### config.mk
export PLATFORM = sky130hd
export DESIGN_NAME = rns_fwd_conv
export DESIGN_NICKNAME = d
export VERILOG_FILES = /design/src/rtl/rns_pkg.sv /design/src/rtl/rns_front.sv /design/src/rtl/rns_mersenne_lane.sv /design/src/rtl/rns_fwd_conv.sv
export SDC_FILE = /design/constraint.sdc
export NUM_CORES = 1
export LEC_CHECK = 0
export ABC_AREA = 0
export BUFFER_PORTS_ARGS = -buffer_cell sky130_fd_sc_hd__buf_2
export CAP_MARGIN = 5
export CORE_MARGIN = 4
export CORE_UTILIZATION = 50
export DETAILED_ROUTE_END_ITERATION = 10
export PLACE_DENSITY = 0.76
export SLEW_MARGIN = 20
export SYNTH_ARGS = -nofsm -noshare
export SYNTH_HDL_FRONTEND = slang
export SYNTH_SLANG_ARGS = --single-unit
export TNS_END_PERCENT = 50
### constraint.sdc
create_clock -name clk -period 12.1 [get_ports clk]
set_input_delay 0.605 -clock clk [delete_from_list [all_inputs] [get_ports clk]]
set_output_delay 0.605 -clock clk [all_outputs]
set_load 0.01 [all_outputs]
### src/rtl/rns_pkg.sv
package rns_pkg;
  // number of end-around fold passes needed to bring a w-bit value to k+1 bits
  function automatic int unsigned fold_passes(input int unsigned w, input int unsigned k);
    return (w + k - 1) / k + 1;
  endfunction
endpackage

### src/rtl/rns_front.sv
// Stage 1: capture word, derive sign flag and magnitude.
module rns_front #(
  parameter int unsigned W = 24,
  parameter int unsigned N = 15
) (
  input  logic         clk,
  input  logic [W-1:0] din,
  input  logic         dsigned,
  output logic [W-1:0] mag_q,
  output logic         neg_q,
  output logic [N-1:0] low_q
);
  logic         neg_d;
  logic [W-1:0] mag_d;

  always_comb begin
    neg_d = dsigned & din[W-1];
    mag_d = neg_d ? (~din + 1'b1) : din;
  end

  always_ff @(posedge clk) begin
    mag_q <= mag_d;
    neg_q <= neg_d;
    low_q <= din[N-1:0];
  end
endmodule

### src/rtl/rns_mersenne_lane.sv
// Stages 2 and 3 for one modulus 2^K-1: fold, then correct and invert.
module rns_mersenne_lane #(
  parameter int unsigned W = 24,
  parameter int unsigned K = 15
) (
  input  logic         clk,
  input  logic [W-1:0] mag,
  input  logic         neg,
  output logic [K-1:0] res_q
);
  import rns_pkg::*;

  localparam int unsigned NPASS = fold_passes(W, K);
  localparam logic [W:0]   LOWMASK = (W+1)'((1 << K) - 1);
  localparam logic [K:0]   MODV    = (K+1)'((1 << K) - 1);

  logic [K:0]   fold_d, fold_q;
  logic         neg_q;
  logic [K:0]   corr;
  logic [K-1:0] res_d;

  always_comb begin
    logic [W:0] v;
    v = {1'b0, mag};
    for (int i = 0; i < NPASS; i++) begin
      v = (v & LOWMASK) + (v >> K);
    end
    fold_d = v[K:0];
  end

  always_ff @(posedge clk) begin
    fold_q <= fold_d;
    neg_q  <= neg;
  end

  always_comb begin
    corr = (fold_q >= MODV) ? (fold_q - MODV) : fold_q;
    if (neg_q && (corr != '0)) res_d = ~corr[K-1:0];
    else                       res_d = corr[K-1:0];
  end

  always_ff @(posedge clk) res_q <= res_d;
endmodule

### src/rtl/rns_fwd_conv.sv
module rns_fwd_conv #(
  parameter int unsigned W = 24,
  parameter int unsigned N = 15
) (
  input  logic           clk,
  input  logic           rst,
  input  logic           in_valid,
  output logic           in_ready,
  input  logic [W-1:0]   in_data,
  input  logic           in_signed,
  output logic           out_valid,
  output logic [N-1:0]   res_p2,
  output logic [N-1:0]   res_a,
  output logic [N-2:0]   res_b,
  output logic [N-3:0]   res_c
);
  localparam int unsigned LAT = 3;

  logic [W-1:0] mag;
  logic         neg;
  logic [N-1:0] low1, low2;
  logic [LAT-1:0] vpipe;

  always_ff @(posedge clk) begin
    if (rst) begin
      in_ready <= 1'b0;
      vpipe    <= '0;
    end else begin
      in_ready <= 1'b1;
      vpipe    <= {vpipe[LAT-2:0], in_valid & in_ready};
    end
  end
  assign out_valid = vpipe[LAT-1];

  rns_front #(.W(W), .N(N)) u_front (
    .clk(clk), .din(in_data), .dsigned(in_signed),
    .mag_q(mag), .neg_q(neg), .low_q(low1)
  );

  always_ff @(posedge clk) begin
    low2   <= low1;
    res_p2 <= low2;
  end

  rns_mersenne_lane #(.W(W), .K(N))   u_lane_a (.clk(clk), .mag(mag), .neg(neg), .res_q(res_a));
  rns_mersenne_lane #(.W(W), .K(N-1)) u_lane_b (.clk(clk), .mag(mag), .neg(neg), .res_q(res_b));
  rns_mersenne_lane #(.W(W), .K(N-2)) u_lane_c (.clk(clk), .mag(mag), .neg(neg), .res_q(res_c));
endmodule

==> impl_metrics.env <==
export IMPL_dp_cells=1298
export IMPL_antennaDiodeCount=0
export IMPL_arrival_ns=5.44
export IMPL_cp_num_buf_inv=0
export IMPL_post_cts_buffers=0
export IMPL_wl_per_cell_um=14.5
export IMPL_row_count=49
export IMPL_placed_area_sq_um=9680
export IMPL_track_usage_pct=19.3
export IMPL_synth_seq_cells=161
export IMPL_leakage_nw=4.18
export IMPL_final_cell_area_sq_um=10300
export IMPL_coreArea_sq_um=17900
export IMPL_nets=1165
export IMPL_synth_most_common_cell="dfxtp_1"
export IMPL_crit_fanout=8
export IMPL_critPathKind="reg2reg"
export IMPL_synthFlopType="dfxtp_1"
export IMPL_grt_pass1_wl_mm=32.2
export IMPL_combPwrFrac_pct=33.7
export IMPL_portBuffers=86
export IMPL_slew_headroom_pct=32.1
export IMPL_synth_xor_area_share_pct=16.0
export IMPL_drtIter0Drc=471
export IMPL_layoutNonFillerInstCount=1330
export IMPL_ant_nets=0
export IMPL_grt_pass1_vias=6871
export IMPL_cpLargestDelayFamily="simple AND/OR/NAND/NOR gates"
export IMPL_holdBufCountCts=0
export IMPL_yosys_area_top_type="dfxtp_1"
export IMPL_synth_area_per_cell_sq_um=9.01
export IMPL_postCtsResizedCells=0
export IMPL_power_density_nw_per_um2=190
export IMPL_dpl_hpwl_mm=15.0
export IMPL_die_h_um=143
export IMPL_final_max_slew_viol_count=0
export IMPL_post_route_period_util_pct=42.0
export IMPL_setup_slack_ns=7.02
export IMPL_critPathSlowestCell="ha_1"
export IMPL_hold_path_class="in2reg"
export IMPL_yosys_area_share_simple_pct=20.6
export IMPL_vias_per_cell=5.55
export IMPL_vias=7376
export IMPL_root_buffer="clkbuf_16"
export IMPL_ys_seq_area_share_pct=35.4
export IMPL_synth_top_cell_area_share_pct=35.4
export IMPL_power_internal_mw=1.25
export IMPL_critPathCaptureType="register"
export IMPL_start_util_pct=50.8
export IMPL_drt_pass1_iter_count=5
export IMPL_io_pins=87
export IMPL_power_frac_clock_pct=28.0
export IMPL_crit_top_cell="ha_1"
export IMPL_status="completed"
export IMPL_cts_buffer_depth=2
export IMPL_cpPeakStageDelay_ns=0.39
export IMPL_rsz0062_at_grt="false"
export IMPL_netlist_instances=1009
export IMPL_synthTopCellsByCount="dfxtp_1, xnor2_1, nor2_1"
export IMPL_dieArea_sq_um=20400
export IMPL_gp_congestion=0.910
export IMPL_area_growth_pct=13.2
export IMPL_setup_violations=0
export IMPL_synth_fa_ha_area_share_pct=7.10
export IMPL_synth_compound_area_share_pct=16.5
export IMPL_nFillCells=1590
export IMPL_drive_gt1_share_pct=14.4
export IMPL_antenna_found_initial=0
export IMPL_grt_max_degree=17
export IMPL_crit_chain="ha_1 -> o21ai_1 -> o21ai_0 -> a21o_1 -> a21oi_1 -> o21bai_1 -> a21o_1 -> and3_1 -> ha_1 -> and3_1 -> nand3_1 -> nor3_1 -> and2_1 -> nand2_1 -> nor3b_1 -> ha_1 -> ha_1 -> nand3_1 -> a221oi_2 -> o2111ai_1 -> maj3_1 -> nor2_1 -> xor2_1"
export IMPL_switching_share_pct=36.1
export IMPL_min_period_ns=5.08
export IMPL_yosysWarnings=0
export IMPL_skew_ns=0.0160
export IMPL_cts_sinks=161
export IMPL_drcViolationCount=0
export IMPL_cts_reportedPaths_clkPinSlew_ns=0.06
export IMPL_yosys_mux_area_fraction_pct=1.61
export IMPL_max_freq_ghz=0.197
export IMPL_synth_area_top_cells="dfxtp_1, xnor2_1, ha_1"
export IMPL_tns_ns=0
export IMPL_max_cap_violations=0
export IMPL_yosys_cell_types_count=85
export IMPL_synth_edf_count=0
export IMPL_synth_cell_area_sq_um=9090
export IMPL_synth_top_family_by_area="simple AND/OR/NAND/NOR gates"
export IMPL_numCtsBuffers=17
export IMPL_synth_async_sr_flop_share_pct=0
export IMPL_worst_slew_pin_slew_ns=1.01
export IMPL_cts_tree="done"
export IMPL_hold_violations=0
export IMPL_dpl_worst_slack_ns=7.14
export IMPL_grt_ovfl_total=0
export IMPL_power_share_sequential_pct=38.3
export IMPL_worstSkewPairLatency_ns=0.44
export IMPL_crit_required_ns=12.46
export IMPL_htreeDepth=4
export IMPL_p_switching_uw=705
export IMPL_dieWidth_um=143
export IMPL_critPathLaunchType="register"
export IMPL_wl_mm=19.3
export IMPL_peakVddDrop_v=0.000101
export IMPL_syn_nets=1086
==> worst reg2reg max path, cell delays in order (launching register included) <==
cell and delay, ns:
dfxtp_1 0.36, ha_1 0.39, o21ai_1 0.16, o21ai_0 0.30, a21o_1 0.19, a21oi_1 0.07, o21bai_1 0.13, a21o_1 0.16
and3_1 0.16, ha_1 0.18, and3_1 0.31, nand3_1 0.17, nor3_1 0.20, and2_1 0.20, nand2_1 0.10, nor3b_1 0.23
ha_1 0.20, ha_1 0.24, nand3_1 0.13, a221oi_2 0.25, o2111ai_1 0.22, maj3_1 0.39, nor2_1 0.11, xor2_1 0.16
==> layout by cell type, fill, tap and decap left out, types with 25 or more instances in the layout <==
master | synthesis | final
inv_1 | 29 | 29
buf_2 | 10 | 86
xnor2_1 | 103 | 103
ha_1 | 46 | 46
nor3_1 | 25 | 25
o21ai_0 | 38 | 38
nand3_1 | 48 | 48
xor2_1 | 58 | 58
dfxtp_1 | 161 | 161
nor2_1 | 87 | 87
a21oi_1 | 49 | 49
nand2_1 | 60 | 60
==> through the flow <==
stage	util, %	hold slack, ns	total power, mW
after floorplan	-	0.310	1.24
after global placement	54.1	0.311	1.41
after detailed placement	54.1	0.312	1.42
after CTS	57.5	0.273	1.97
after global routing	57.5	0.286	2.08
final	57.5	0.291	1.96
==> final cells by class <==
| class | instances | area, sq um | share of cell area (%) |
|---|---|---|---|
| inverter | 30 | 113 | 1.09 |
| clock inverter | 14 | 166 | 1.62 |
| tap | 229 | 287 | 2.78 |
| timing repair buffer | 87 | 438 | 4.26 |
| sequential | 161 | 3220 | 31.3 |
| multi-input combinational | 791 | 5620 | 54.7 |
| clock buffer | 18 | 439 | 4.27 |
==> kinds of logic (layout without fill, tap and decap cells) <==
kind of cell,Yosys count,count (layout)
AOI/OAI and AO/OA,214,214
muxes,14,14
xor gates and xnor gates,164,164
adders and majority gates,50,50
and+or+nand+nor,349,349
DFF,161,161
buffers and inverters,57,149
==> per-layer routing <==
layer,GRT usage [%],wire (um),vias up,share of wire (%)
met5,0,0,-,0
met4,7.05,385,0,2.0
met3,4.45,1300,30,6.7
met2,30.6,8610,221,45
met1,25.7,8990,3324,47
li1,-,-,3801,-
==> power by group through the flow <==
stage	logic (mW)	registers, mW	clock network (mW)
CTS	0.659	0.748	0.561
floorplan	0.488	0.754	0
global placement	0.651	0.755	0
finish	0.660	0.749	0.547
global route	0.735	0.765	0.582
detailed placement	0.655	0.760	0
==> sequential cells by signal, summed over array words and instances (netlist names) <==
register         flops
vpipe                3
u_lane_c.neg_q       1
u_lane_c.fold_q     14
u_lane_c.res_q      13
u_lane_a.fold_q     16
u_front.low_q       14
u_front.mag_q       24
u_lane_b.res_q      14
in_ready             1
u_front.neg_q        1
u_lane_b.fold_q     15
low2                15
u_lane_a.res_q      15
res_p2              15
==> worst paths after layout <==
check,start,slack (ns),to,depth (start not counted)
setup / recovery,u_front.mag_q[15]$_DFF_P_,7.02,u_lane_c.fold_q[12]$_DFF_P_,23
hold / removal,in_data[1],0.29,u_front.low_q[1]$_DFF_P_,1
setup reg to reg,u_front.mag_q[15]$_DFF_P_,7.02,u_lane_c.fold_q[12]$_DFF_P_,23
hold reg to reg,u_front.low_q[3]$_DFF_P_,0.33,low2[3]$_DFF_P_,0
No activity file was read; power rests on OpenSTA's default activity.
